[config.mk]
export PLATFORM = sky130hd
export DESIGN_NAME = exc_entry_unit
export DESIGN_NICKNAME = d
export VERILOG_FILES = /design/src/rtl/exc_entry_pkg.sv /design/src/rtl/exc_arbiter.sv /design/src/rtl/exc_bank.sv /design/src/rtl/exc_entry_unit.sv
export SDC_FILE = /design/constraint.sdc
export NUM_CORES = 1
export LEC_CHECK = 0
export BUFFER_PORTS_ARGS = -buffer_cell sky130_fd_sc_hd__clkbuf_2
export CORE_MARGIN = 2
export CORE_UTILIZATION = 30
export CTS_CLUSTER_SIZE = 16
export DETAILED_ROUTE_END_ITERATION = 12
export PLACE_DENSITY_LB_ADDON = 0.1
export SKIP_LAST_GASP = 1
export SLEW_MARGIN = 0
export SYNTH_ARGS = -nofsm -noshare
export SYNTH_HDL_FRONTEND = slang
export SYNTH_SLANG_ARGS = --single-unit
export TNS_END_PERCENT = 100
[constraint.sdc]
create_clock -name clk -period 2.5 [get_ports clk]
set_input_delay 0.125 -clock clk [delete_from_list [all_inputs] [get_ports clk]]
set_output_delay 0.125 -clock clk [all_outputs]
set_load 0.02 [all_outputs]
[src/rtl/exc_entry_pkg.sv]
package exc_entry_pkg;

   localparam logic [4:0] MODE_SUP = 5'b10011;
   localparam logic [4:0] MODE_NRM = 5'b10010;
   localparam logic [4:0] MODE_FST = 5'b10001;

   localparam int BIT_NMASK = 7;
   localparam int BIT_FMASK = 6;
   localparam int MODE_W    = 5;

   // Exception kinds in vector order: each vector is its kind times four.
   typedef enum logic [2:0] {
      VK_RESET, VK_UNDEF, VK_SWI, VK_PABT, VK_DABT, VK_RSVD, VK_NRM, VK_FST
   } vec_kind_e;

   typedef enum logic [2:0] {
      EV_ADV, EV_RET, EV_WRITE, EV_FAST, EV_NORM
   } exc_event_e;

   function automatic logic [4:0] vec_offset(vec_kind_e k);
      return {k, 2'b00};
   endfunction

endpackage

[src/rtl/exc_arbiter.sv]
module exc_arbiter
   import exc_entry_pkg::*;
(
   input  logic       irq_i,
   input  logic       fiq_i,
   input  logic       ret_i,
   input  logic       wr_i,
   input  logic       nmask_i,
   input  logic       fmask_i,
   output exc_event_e ev_o
);

   always_comb begin
      if (ret_i)                  ev_o = EV_RET;
      else if (wr_i)              ev_o = EV_WRITE;
      else if (fiq_i && !fmask_i) ev_o = EV_FAST;
      else if (irq_i && !nmask_i) ev_o = EV_NORM;
      else                        ev_o = EV_ADV;
   end

   // taken fast request never yields to a normal one
   always_comb begin
      if (!ret_i && !wr_i && fiq_i && !fmask_i)
         assert_fast_wins_R7: assert (ev_o == EV_FAST);
   end

endmodule

[src/rtl/exc_bank.sv]
module exc_bank #(
   parameter int ADDR_W = 32,
   parameter int STAT_W = 32
) (
   input  logic              clk,
   input  logic              rst_n,
   input  logic              save_i,
   input  logic [ADDR_W-1:0] link_d_i,
   input  logic [STAT_W-1:0] stat_d_i,
   output logic [ADDR_W-1:0] link_q_o,
   output logic [STAT_W-1:0] stat_q_o
);

   always_ff @(posedge clk or negedge rst_n) begin
      if (!rst_n) begin
         link_q_o <= '0;
         stat_q_o <= '0;
      end else if (save_i) begin
         link_q_o <= link_d_i;
         stat_q_o <= stat_d_i;
      end
   end

   // bank content changes only in a save cycle
   assert_bank_hold_R8: assert property (@(posedge clk) disable iff (!rst_n)
      !save_i |=> ($stable(link_q_o) && $stable(stat_q_o)));

endmodule

[src/rtl/exc_entry_unit.sv]
module exc_entry_unit
   import exc_entry_pkg::*;
#(
   parameter int ADDR_W    = 32,
   parameter int STAT_W    = 32,
   parameter int REQ_STAGE = 0
) (
   input  logic              clk,
   input  logic              rst_n,
   input  logic              irq_i,
   input  logic              fiq_i,
   input  logic              ret_i,
   input  logic              stat_wr_i,
   input  logic [STAT_W-1:0] stat_wdata_i,
   input  logic [ADDR_W-1:0] pc_adv_i,
   output logic [ADDR_W-1:0] pc_o,
   output logic [STAT_W-1:0] stat_o,
   output logic [ADDR_W-1:0] link_nrm_o,
   output logic [STAT_W-1:0] sstat_nrm_o,
   output logic [ADDR_W-1:0] link_fst_o,
   output logic [STAT_W-1:0] sstat_fst_o
);

   localparam int NBANK = 2;
   localparam int B_NRM = 0;
   localparam int B_FST = 1;
   localparam logic [STAT_W-1:0] STAT_RST =
      STAT_W'(MODE_SUP) | (STAT_W'(1) << BIT_NMASK) | (STAT_W'(1) << BIT_FMASK);
   localparam logic [ADDR_W-1:0] PC_RST = ADDR_W'(vec_offset(VK_RESET));
   localparam logic [ADDR_W-1:0] PC_NRM = ADDR_W'(vec_offset(VK_NRM));
   localparam logic [ADDR_W-1:0] PC_FST = ADDR_W'(vec_offset(VK_FST));

   if (STAT_W < 8 || ADDR_W < 5) begin : g_bad_param
      initial $fatal(1, "exc_entry_unit: STAT_W must be >= 8 and ADDR_W >= 5");
   end
   if (REQ_STAGE != 0 && REQ_STAGE != 1) begin : g_bad_stage
      initial $fatal(1, "exc_entry_unit: REQ_STAGE must be 0 or 1");
   end

   logic irq_s, fiq_s;

   if (REQ_STAGE == 1) begin : g_req_reg
      always_ff @(posedge clk or negedge rst_n) begin
         if (!rst_n) begin
            irq_s <= 1'b0;
            fiq_s <= 1'b0;
         end else begin
            irq_s <= irq_i;
            fiq_s <= fiq_i;
         end
      end
   end else begin : g_req_direct
      assign irq_s = irq_i;
      assign fiq_s = fiq_i;
   end

   logic [STAT_W-1:0] stat_q;
   logic [ADDR_W-1:0] pc_q;
   exc_event_e        ev;

   exc_arbiter i_arb (
      .irq_i   (irq_s),
      .fiq_i   (fiq_s),
      .ret_i   (ret_i),
      .wr_i    (stat_wr_i),
      .nmask_i (stat_q[BIT_NMASK]),
      .fmask_i (stat_q[BIT_FMASK]),
      .ev_o    (ev)
   );

   logic [NBANK-1:0]  bank_save;
   logic [ADDR_W-1:0] bank_link [NBANK];
   logic [STAT_W-1:0] bank_stat [NBANK];

   assign bank_save[B_NRM] = (ev == EV_NORM);
   assign bank_save[B_FST] = (ev == EV_FAST);

   for (genvar b = 0; b < NBANK; b++) begin : g_bank
      exc_bank #(.ADDR_W(ADDR_W), .STAT_W(STAT_W)) i_bank (
         .clk      (clk),
         .rst_n    (rst_n),
         .save_i   (bank_save[b]),
         .link_d_i (pc_adv_i),
         .stat_d_i (stat_q),
         .link_q_o (bank_link[b]),
         .stat_q_o (bank_stat[b])
      );
   end

   always_ff @(posedge clk or negedge rst_n) begin
      if (!rst_n) begin
         stat_q <= STAT_RST;
         pc_q   <= PC_RST;
      end else begin
         unique case (ev)
            EV_RET: begin
               if (stat_q[MODE_W-1:0] == MODE_NRM) begin
                  stat_q <= bank_stat[B_NRM];
                  pc_q   <= bank_link[B_NRM];
               end else if (stat_q[MODE_W-1:0] == MODE_FST) begin
                  stat_q <= bank_stat[B_FST];
                  pc_q   <= bank_link[B_FST];
               end else begin
                  pc_q   <= pc_adv_i;
               end
            end
            EV_WRITE: begin
               stat_q <= stat_wdata_i;
               pc_q   <= pc_adv_i;
            end
            EV_FAST: begin
               stat_q[MODE_W-1:0] <= MODE_FST;
               stat_q[BIT_NMASK]  <= 1'b1;
               stat_q[BIT_FMASK]  <= 1'b1;
               pc_q               <= PC_FST;
            end
            EV_NORM: begin
               stat_q[MODE_W-1:0] <= MODE_NRM;
               stat_q[BIT_NMASK]  <= 1'b1;
               pc_q               <= PC_NRM;
            end
            default: pc_q <= pc_adv_i;
         endcase
      end
   end

   assign pc_o        = pc_q;
   assign stat_o      = stat_q;
   assign link_nrm_o  = bank_link[B_NRM];
   assign sstat_nrm_o = bank_stat[B_NRM];
   assign link_fst_o  = bank_link[B_FST];
   assign sstat_fst_o = bank_stat[B_FST];

   // normal entry lands on its vector with its mode and mask
   assert_norm_entry_R4: assert property (@(posedge clk) disable iff (!rst_n)
      (!ret_i && !stat_wr_i && !(fiq_s && !stat_o[BIT_FMASK]) && irq_s && !stat_o[BIT_NMASK])
      |=> (pc_o == PC_NRM && stat_o[MODE_W-1:0] == MODE_NRM && stat_o[BIT_NMASK]
           && stat_o[BIT_FMASK] == $past(stat_o[BIT_FMASK])));

   // fast entry lands on its vector and masks both classes
   assert_fast_entry_R5: assert property (@(posedge clk) disable iff (!rst_n)
      (!ret_i && !stat_wr_i && fiq_s && !stat_o[BIT_FMASK])
      |=> (pc_o == PC_FST && stat_o[MODE_W-1:0] == MODE_FST
           && stat_o[BIT_NMASK] && stat_o[BIT_FMASK]));

   // masked requests leave the status word alone
   assert_masked_hold_R6: assert property (@(posedge clk) disable iff (!rst_n)
      (!ret_i && !stat_wr_i && stat_o[BIT_NMASK] && stat_o[BIT_FMASK])
      |=> ($stable(stat_o) && pc_o == $past(pc_adv_i)));

   // entry captures the old status and the next address
   assert_entry_save_R8: assert property (@(posedge clk) disable iff (!rst_n)
      (!ret_i && !stat_wr_i && fiq_s && !stat_o[BIT_FMASK])
      |=> (sstat_fst_o == $past(stat_o) && link_fst_o == $past(pc_adv_i)));

   // return from normal mode restores from the normal bank
   assert_norm_return_R9: assert property (@(posedge clk) disable iff (!rst_n)
      (ret_i && stat_o[MODE_W-1:0] == MODE_NRM)
      |=> (stat_o == $past(sstat_nrm_o) && pc_o == $past(link_nrm_o)));

   // status write takes the whole word
   assert_stat_write_R3: assert property (@(posedge clk) disable iff (!rst_n)
      (!ret_i && stat_wr_i) |=> (stat_o == $past(stat_wdata_i)));

endmodule

==> metrics.md, run 1 <==
| Metric | Value |
|---|---|
| Yosys reg bits | `192` |
| Final worst slack | `346 ps` |
| CP Launch Type | `register` |
| Power, Total | `12.7 mW` |
| Worst rel slew slack | `0.476` |
| Initial DRC count | `477` |
| Routed length per placed instance | `20.0 um` |
| Total of max-cap violations | `0` |
| Synth warn | `0` |
| Pwr dens | `1120 mW/mm2` |
| Met2 Use GR | `0.287` |
| Initial antenna violation count | `0` |
| Final period util | `0.862` |
| # Post-CTS Setup Buffers | `0` |
| Hold Crit Start | `stat_wdata_i[0]` |
| Overall routing resource usage | `0.180` |
| Final min period | `2150 ps` |
| Synthesized area per cell | `13.5 um2` |
| Vias per std cell | `4.96` |
| Final wirelength | `26.4 mm` |
| Post-synth top area share | `0.558` |
| Sink Count | `192` |
| Slowest cell on crit path | `dfstp_2` |
| DP Worst Slack | `380 ps` |
| Complex-gate fraction of the synthesized area | `0.149` |
| Filler cell count | `2,689` |
| Die height | `171 um` |
| Post-synthesis simple-gate area fraction | `0.0470` |
| Post-route design area | `0.0113 mm2` |
| Share of flip-flops with an asynchronous set or reset | `1.00` |
| Slew @ Worst Pin | `785 ps` |
| Adder-Cell Fraction of Synth Area | `0` |
| Leakage | `5.48 nW` |
| Unrepaired setup endpoints after global routing | `no` |
| Core area | `0.0276 mm2` |
| Layout Nets | `1,001` |
| Worst Skew | `15.5 ps` |
| Post-DP HPWL | `17.1 mm` |
| GRT overflow | `0` |
| Largest cells by area after synthesis | `dfrtp_1, mux2_2, mux2_4` |
| Global-route wire length before repair | `40.3 mm` |
| Post-DRT Antenna Nets | `0` |
| Fin. Hold Viols | `0` |
| Syn_nets | `691` |
| Cell with the most instances after synthesis | `dfrtp_1` |
| Commonest cells in the netlist | `dfrtp_1, mux2_2, a22o_1, mux2_4, nand3_1` |
| DRC | `0` |
| Root Buffer | `clkbuf_16` |
| Post-Syn Area | `0.00839 mm2` |
| Largest family of logic cells by synthesized area | `multiplexers` |
| Post-Place Cell Area | `0.0102 mm2` |
| Setup-failing EPs final | `0` |
| Req. time, crit path | `2860 ps` |
| Crit-path max cell delay | `610 ps` |
| Resized Gates After CTS | `0` |
| Placed insts | `1,231` |
| Crit end category | `register` |
| Ys flop type | `dfrtp_1` |
| Clock Latency Late Sink | `430 ps` |
| Maximum clock insertion buffer count | `2` |
| Vias in the first global route | `6,880` |
| Clk pin slew, worst setup/hold paths | `80 ps` |
| Gate count after technology mapping | `621` |
| Peak Freq | `464 MHz` |
| Full die area | `0.0293 mm2` |
| H-tree depth | `4` |
| Setup_tns | `0 ps` |
| Max Transition Viols Final | `0` |
| Cts hold-fix bufs | `59` |
| Min-Delay Path Class | `in -> reg` |
| Critical path arrival | `2520 ps` |
| R2r startpoint | `stat_o[4]` |
| Layout Cells excl Fill | `1,322` |
| CTS buffer count | `17` |
| Xor/xnor share of the synthesized area | `0.00104` |
| Share of post-route cells with drive strength above 1 | `0.480` |
| I/O Buffers | `261` |
| Status | `completed` |
| GRT busiest layer | `met2` |
| Io pins | `262` |
| Synth area leader | `dfrtp_1` |
| # diodes | `0` |
| Sequential cell area fraction in the yosys report | `0.574` |
| Die W | `171 um` |
| CP startpoint | `stat_o[4]` |
| Largest net degree at the start of global routing | `75` |
| Row cnt | `61` |
| GP Congestion | `0.758` |
| CP Class | `reg -> reg` |
| Syn-to-layout area delta | `35.1%` |
| Worst path cell trace | `nor3b_4, buf_4, nand2_1, a211o_1, a32o_1` |
| Mux share of post-synthesis cell area | `0.194` |
| GR Util met1 | `0.244` |
| Unique cell type count in the Yosys netlist | `43` |
| Starting Density | `0.304` |
| Max VDD drop | `0.449 mV` |
| Crit Path Max Fanout | `11` |
| Vias | `6,558` |
| GRT met3 Usage | `0.0453` |
| DR pass1 iterations | `4` |
| CTS tree | `done` |
| EDFF count, synth | `0` |
-- routing by layer --
layer	part of all wire	vias up	routed length, um
met3	0.064	21	1690
met5	0	-	0
met4	0.010	0	272
met2	0.46	231	12100
met1	0.47	3349	12400
li1	-	2957	-
-- critical path, delay by kind of cell (launching register included) --
family          cells  cell delay (ps)
compound gates      2              640
buf+inv             1              220
flops               1              610
simple gates        2              610
-- logic make-up after synthesis --
kind of cell    Yosys count
xor+xnor                  1
flops                   192
mux                     129
simple gates             74
buf+inv                  55
compound gates          170
-- final timing paths --
path	endpoint	slack, ps	cells past startpoint
max	stat_o[7]	350	5
min in group asynchronous	g_bank[0].i_bank.link_q_o[15]	180	2
min reg2reg	g_bank[1].i_bank.stat_q_o[6]	540	1
max in group asynchronous	stat_o[0]	1520	3
max reg2reg	stat_o[7]	350	5
min	stat_o[0]	30	3
-- metrics by stage --
step / hold slack [ps] / util
finish: 27.4 / 0.410
global route: 18.8 / 0.410
CTS: 12.6 / 0.410
detailed placement: 78.8 / 0.368
global placement: 74.7 / 0.368
floorplan: -171 / -
-- cells in the final DEF (no fill, tap or decap), drive strengths merged, types with 3 or more instances in the layout --
cell         Yosys  routed
a211oi           8       8
a21oi           31      31
a221o           23      23
a22o            48      48
and2             3       3
and3             9       9
buf             30      23
clkbuf          22     280
clkinv           0       5
dfrtp          187     187
dfstp            5       5
dlygate4sd3      0      59
inv              3       9
mux2           126     126
mux2i            3       3
nand2            8       8
nand2b           5       5
nand3           33      33
nor2             6       6
nor2b            4       4
o21ai           36      36
o22a             3       3
o2bb2ai          5       5
-- power by group --
| group | switching, mW | total, mW | internal [mW] | leakage [nW] |
|---|---|---|---|---|
| clock | 1.34 | 2.76 | 1.42 | 0.281 |
| sequential | 0.908 | 5.06 | 4.15 | 2.37 |
| combinational | 2.83 | 4.84 | 2.01 | 2.83 |
-- final cells by class --
class                           count  area (um2)  share of cell area
Multi-Input combinational cell    374        3310               0.292
Sequential cell                   192        4810               0.424
Timing Repair Buffer              343        2150               0.190
Clock buffer                       19         433              0.0382
Clock inverter                     13         145              0.0128
Inverter                            3        11.3            0.000994
Tap cell                          378         473              0.0417
-- sequential cells by signal (all words and copies together) (netlist names) --
register                cells
g_bank.i_bank.link_q_o     64
g_bank.i_bank.stat_q_o     64
pc_o                       32
stat_o                     32
Power figures use the tool's default switching activity.
==> inputs of run 2 (changes only) <==
PLACE_DENSITY = 0.54   (was unset)
PLACE_DENSITY_LB_ADDON = unset   (was 0.1)
SYNTH_HIERARCHICAL = 1   (was unset)
==> metrics.md, run 2 <==
| Metric | Value |
|---|---|
| Worst rel slew slack | `0.583` |
| H-tree depth | `4` |
| GRT overflow | `0` |
| Setup-failing EPs final | `0` |
| Setup_tns | `0 ps` |
| Io pins | `262` |
| Multi-input gate area | `0.00391 mm2` |
| Req. time, crit path | `2850 ps` |
| Resized Gates After CTS | `0` |
| Synthesized area per cell | `12.7 um2` |
| Commonest cells in the netlist | `dfrtp_1, mux2_4, o21ai_0, nand2_1, and3_1` |
| Slowest cell on crit path | `dfstp_2` |
| GP Congestion | `0.777` |
| Final core occ | `0.407` |
| CP Class | `reg -> reg` |
| Filler cell count | `2,884` |
| DRC | `0` |
| Total of max-cap violations | `0` |
| CP startpoint | `stat_o[7]` |
| Yosys reg bits | `192` |
| Final min period | `2350 ps` |
| Pwr dens | `1190 mW/mm2` |
| Gate count after technology mapping | `722` |
| CP Launch Type | `register` |
| Peak Freq | `426 MHz` |
| Largest net degree at the start of global routing | `71` |
| Synth area leader | `dfrtp_1` |
| Clk pin slew, worst setup/hold paths | `70 ps` |
| Worst Skew | `12.7 ps` |
| Gate power share | `0.441` |
| Crit-path max cell delay | `580 ps` |
| Unrepaired setup endpoints after global routing | `no` |
| Status | `completed` |
| EDFF count, synth | `0` |
| DR pass1 iterations | `5` |
| Flip-flop and latch area | `0.00481 mm2` |
| Leakage | `5.95 nW` |
| Root Buffer | `clkbuf_16` |
| Fin. Hold Viols | `0` |
| Layout Nets | `1,113` |
| Full die area | `0.0319 mm2` |
| Starting Density | `0.307` |
| Sink Count | `192` |
| Maximum clock insertion buffer count | `2` |
| Critical path depth | `8` |
| Sw frac | `0.425` |
| Post-DRT Antenna Nets | `0` |
| Synth warn | `6` |
| Slew @ Worst Pin | `625 ps` |
| Die height | `179 um` |
| Worst path cell trace | `nor2_1, and4_1, buf_4, or3b_1, a211oi_4, buf_12, o21ai_0, o22ai_1` |
| Seq pwr share | `0.373` |
| Routed length per placed instance | `19.7 um` |
| Vias in the first global route | `7,455` |
| Largest cells by area after synthesis | `dfrtp_1, mux2_4, a211oi_1` |
| Post-DP HPWL | `19.1 mm` |
| Ys flop type | `dfrtp_1` |
| Max Transition Viols Final | `0` |
| Cell with the most instances after synthesis | `dfrtp_1` |
| Share of flip-flops with an asynchronous set or reset | `1.00` |
| Crit end category | `register` |
| Unique cell type count in the Yosys netlist | `39` |
| Syn-to-layout area delta | `32.8%` |
| Vias per std cell | `4.95` |
| Min-Delay Path Class | `in -> reg` |
| Die W | `179 um` |
| Row cnt | `63` |
| Global-route wire length before repair | `43.7 mm` |
| I/O Buffers | `261` |
| Commonest non-fill, non-tap cell in the layout | `clkbuf_2` |
| Post-Syn Area | `0.00914 mm2` |
| Sequential cell area fraction in the yosys report | `0.527` |
| Max VDD drop | `0.582 mV` |
| Initial DRC count | `350` |
| Bufs and invs on worst path | `2` |
| Internal Power | `8.30 mW` |
| Vias | `7,160` |
| Worst r2r path cells | `8` |
| Share of post-route cells with drive strength above 1 | `0.446` |
| Commonest cells after routing, fill and taps aside | `clkbuf_2, dfrtp_1, mux2_4` |
| Hold Crit Start | `stat_wdata_i[1]` |
| CTS tree | `done` |
| R2r startpoint | `stat_o[7]` |
| Syn_nets | `792` |
| Switch Pwr | `6.13 mW` |
| Overall routing resource usage | `0.179` |
| Final wirelength | `28.6 mm` |
| CTS buffer count | `17` |
| Post-synth top area share | `0.512` |
| Critical path arrival | `2700 ps` |
| Core area | `0.0298 mm2` |
| Initial antenna violation count | `1` |
| Reg2Reg Setup Slack | `150 ps` |
| Regs by FF count | `g_bank.i_bank/link_q_o (64), g_bank.i_bank/stat_q_o (64)` |
| Crit Path Max Fanout | `29` |
| Clock Latency Late Sink | `430 ps` |
| Worst path top cell family by delay | `simple AND/OR/NAND/NOR gates` |
| Final period util | `0.939` |
| Clk pwr share | `0.187` |
| Hold Crit Depth | `3` |
==> run 2: timing repair <==
item,4_1_cts,5_1_grt
buffers inserted,0,0
hold endpoints to repair,182,0
hold buffers,61,0
==> run 2: routing by layer <==
| layer | share of wire | GRT usage | vias up |
|---|---|---|---|
| li1 | - | - | 3280 |
| met1 | 0.45 | 0.237 | 3604 |
| met2 | 0.47 | 0.296 | 256 |
| met3 | 0.066 | 0.0428 | 20 |
| met4 | 0.0098 | 0.0440 | 0 |
| met5 | 0 | 0 | - |
==> run 2: path summary, 6_finish.rpt <==
kind	to
max	stat_o[7]
min	stat_o[1]
max reg2reg	stat_o[7]
min reg2reg	g_bank[1].i_bank/link_q_o[29]
max in group asynchronous	g_bank[1].i_bank/link_q_o[28]
min in group asynchronous	pc_o[16]
==> run 2: power by group through the flow <==
stage	sequential (mW)	combinational [mW]	clock (mW)
after global placement	5.38	6.27	0
final	5.37	6.36	2.69
after CTS	5.37	6.42	2.78
after global routing	5.56	6.82	2.90
after detailed placement	5.41	6.33	0
after floorplan	6.60	2.55	0
==> run 2: kinds of logic (layout without fill, tap and decap cells) <==
kind of cell           after synthesis  after routing  share of synthesized area
other                                0              1                          0
buffers and inverters               56            389                     0.0486
and+or+nand+nor                    143            143                     0.0830
muxes                              131            131                      0.210
DFF                                192            192                      0.527
AOI/OAI and AO/OA                  200            200                      0.131
==> run 2: final cells by class <==
cell class	count	area share
inverters	3	0.00113
diodes	1	0.000206
clock buffers	19	0.0373
well taps	390	0.0402
clock inverters	12	0.0101
multi-input cells	474	0.322
flip-flops and latches	192	0.397
repair buffers	355	0.193
==> run 2: tightest hold or removal path: cells and delay by family <==
kind / cells / cell delay, ps
buffers and inverters: 1 / 100
AO/OA/AOI/OAI: 2 / 230
==> run 2: stage by stage <==
| stage | worst slack, ps | instances | hold slack (ps) | total power, mW | area [um2] |
|---|---|---|---|---|---|
| floorplan | 84.9 | 722 | -171 | 9.16 | 9140 |
| global placement | 246 | 1353 | 185 | 11.7 | 10900 |
| detailed placement | 196 | 1353 | 181 | 11.7 | 10900 |
| CTS | 180 | 1445 | 21.8 | 14.6 | 12100 |
| global route | 57.7 | 1446 | 25.9 | 15.3 | 12100 |
| finish | 154 | 1446 | 28.2 | 14.4 | 12100 |
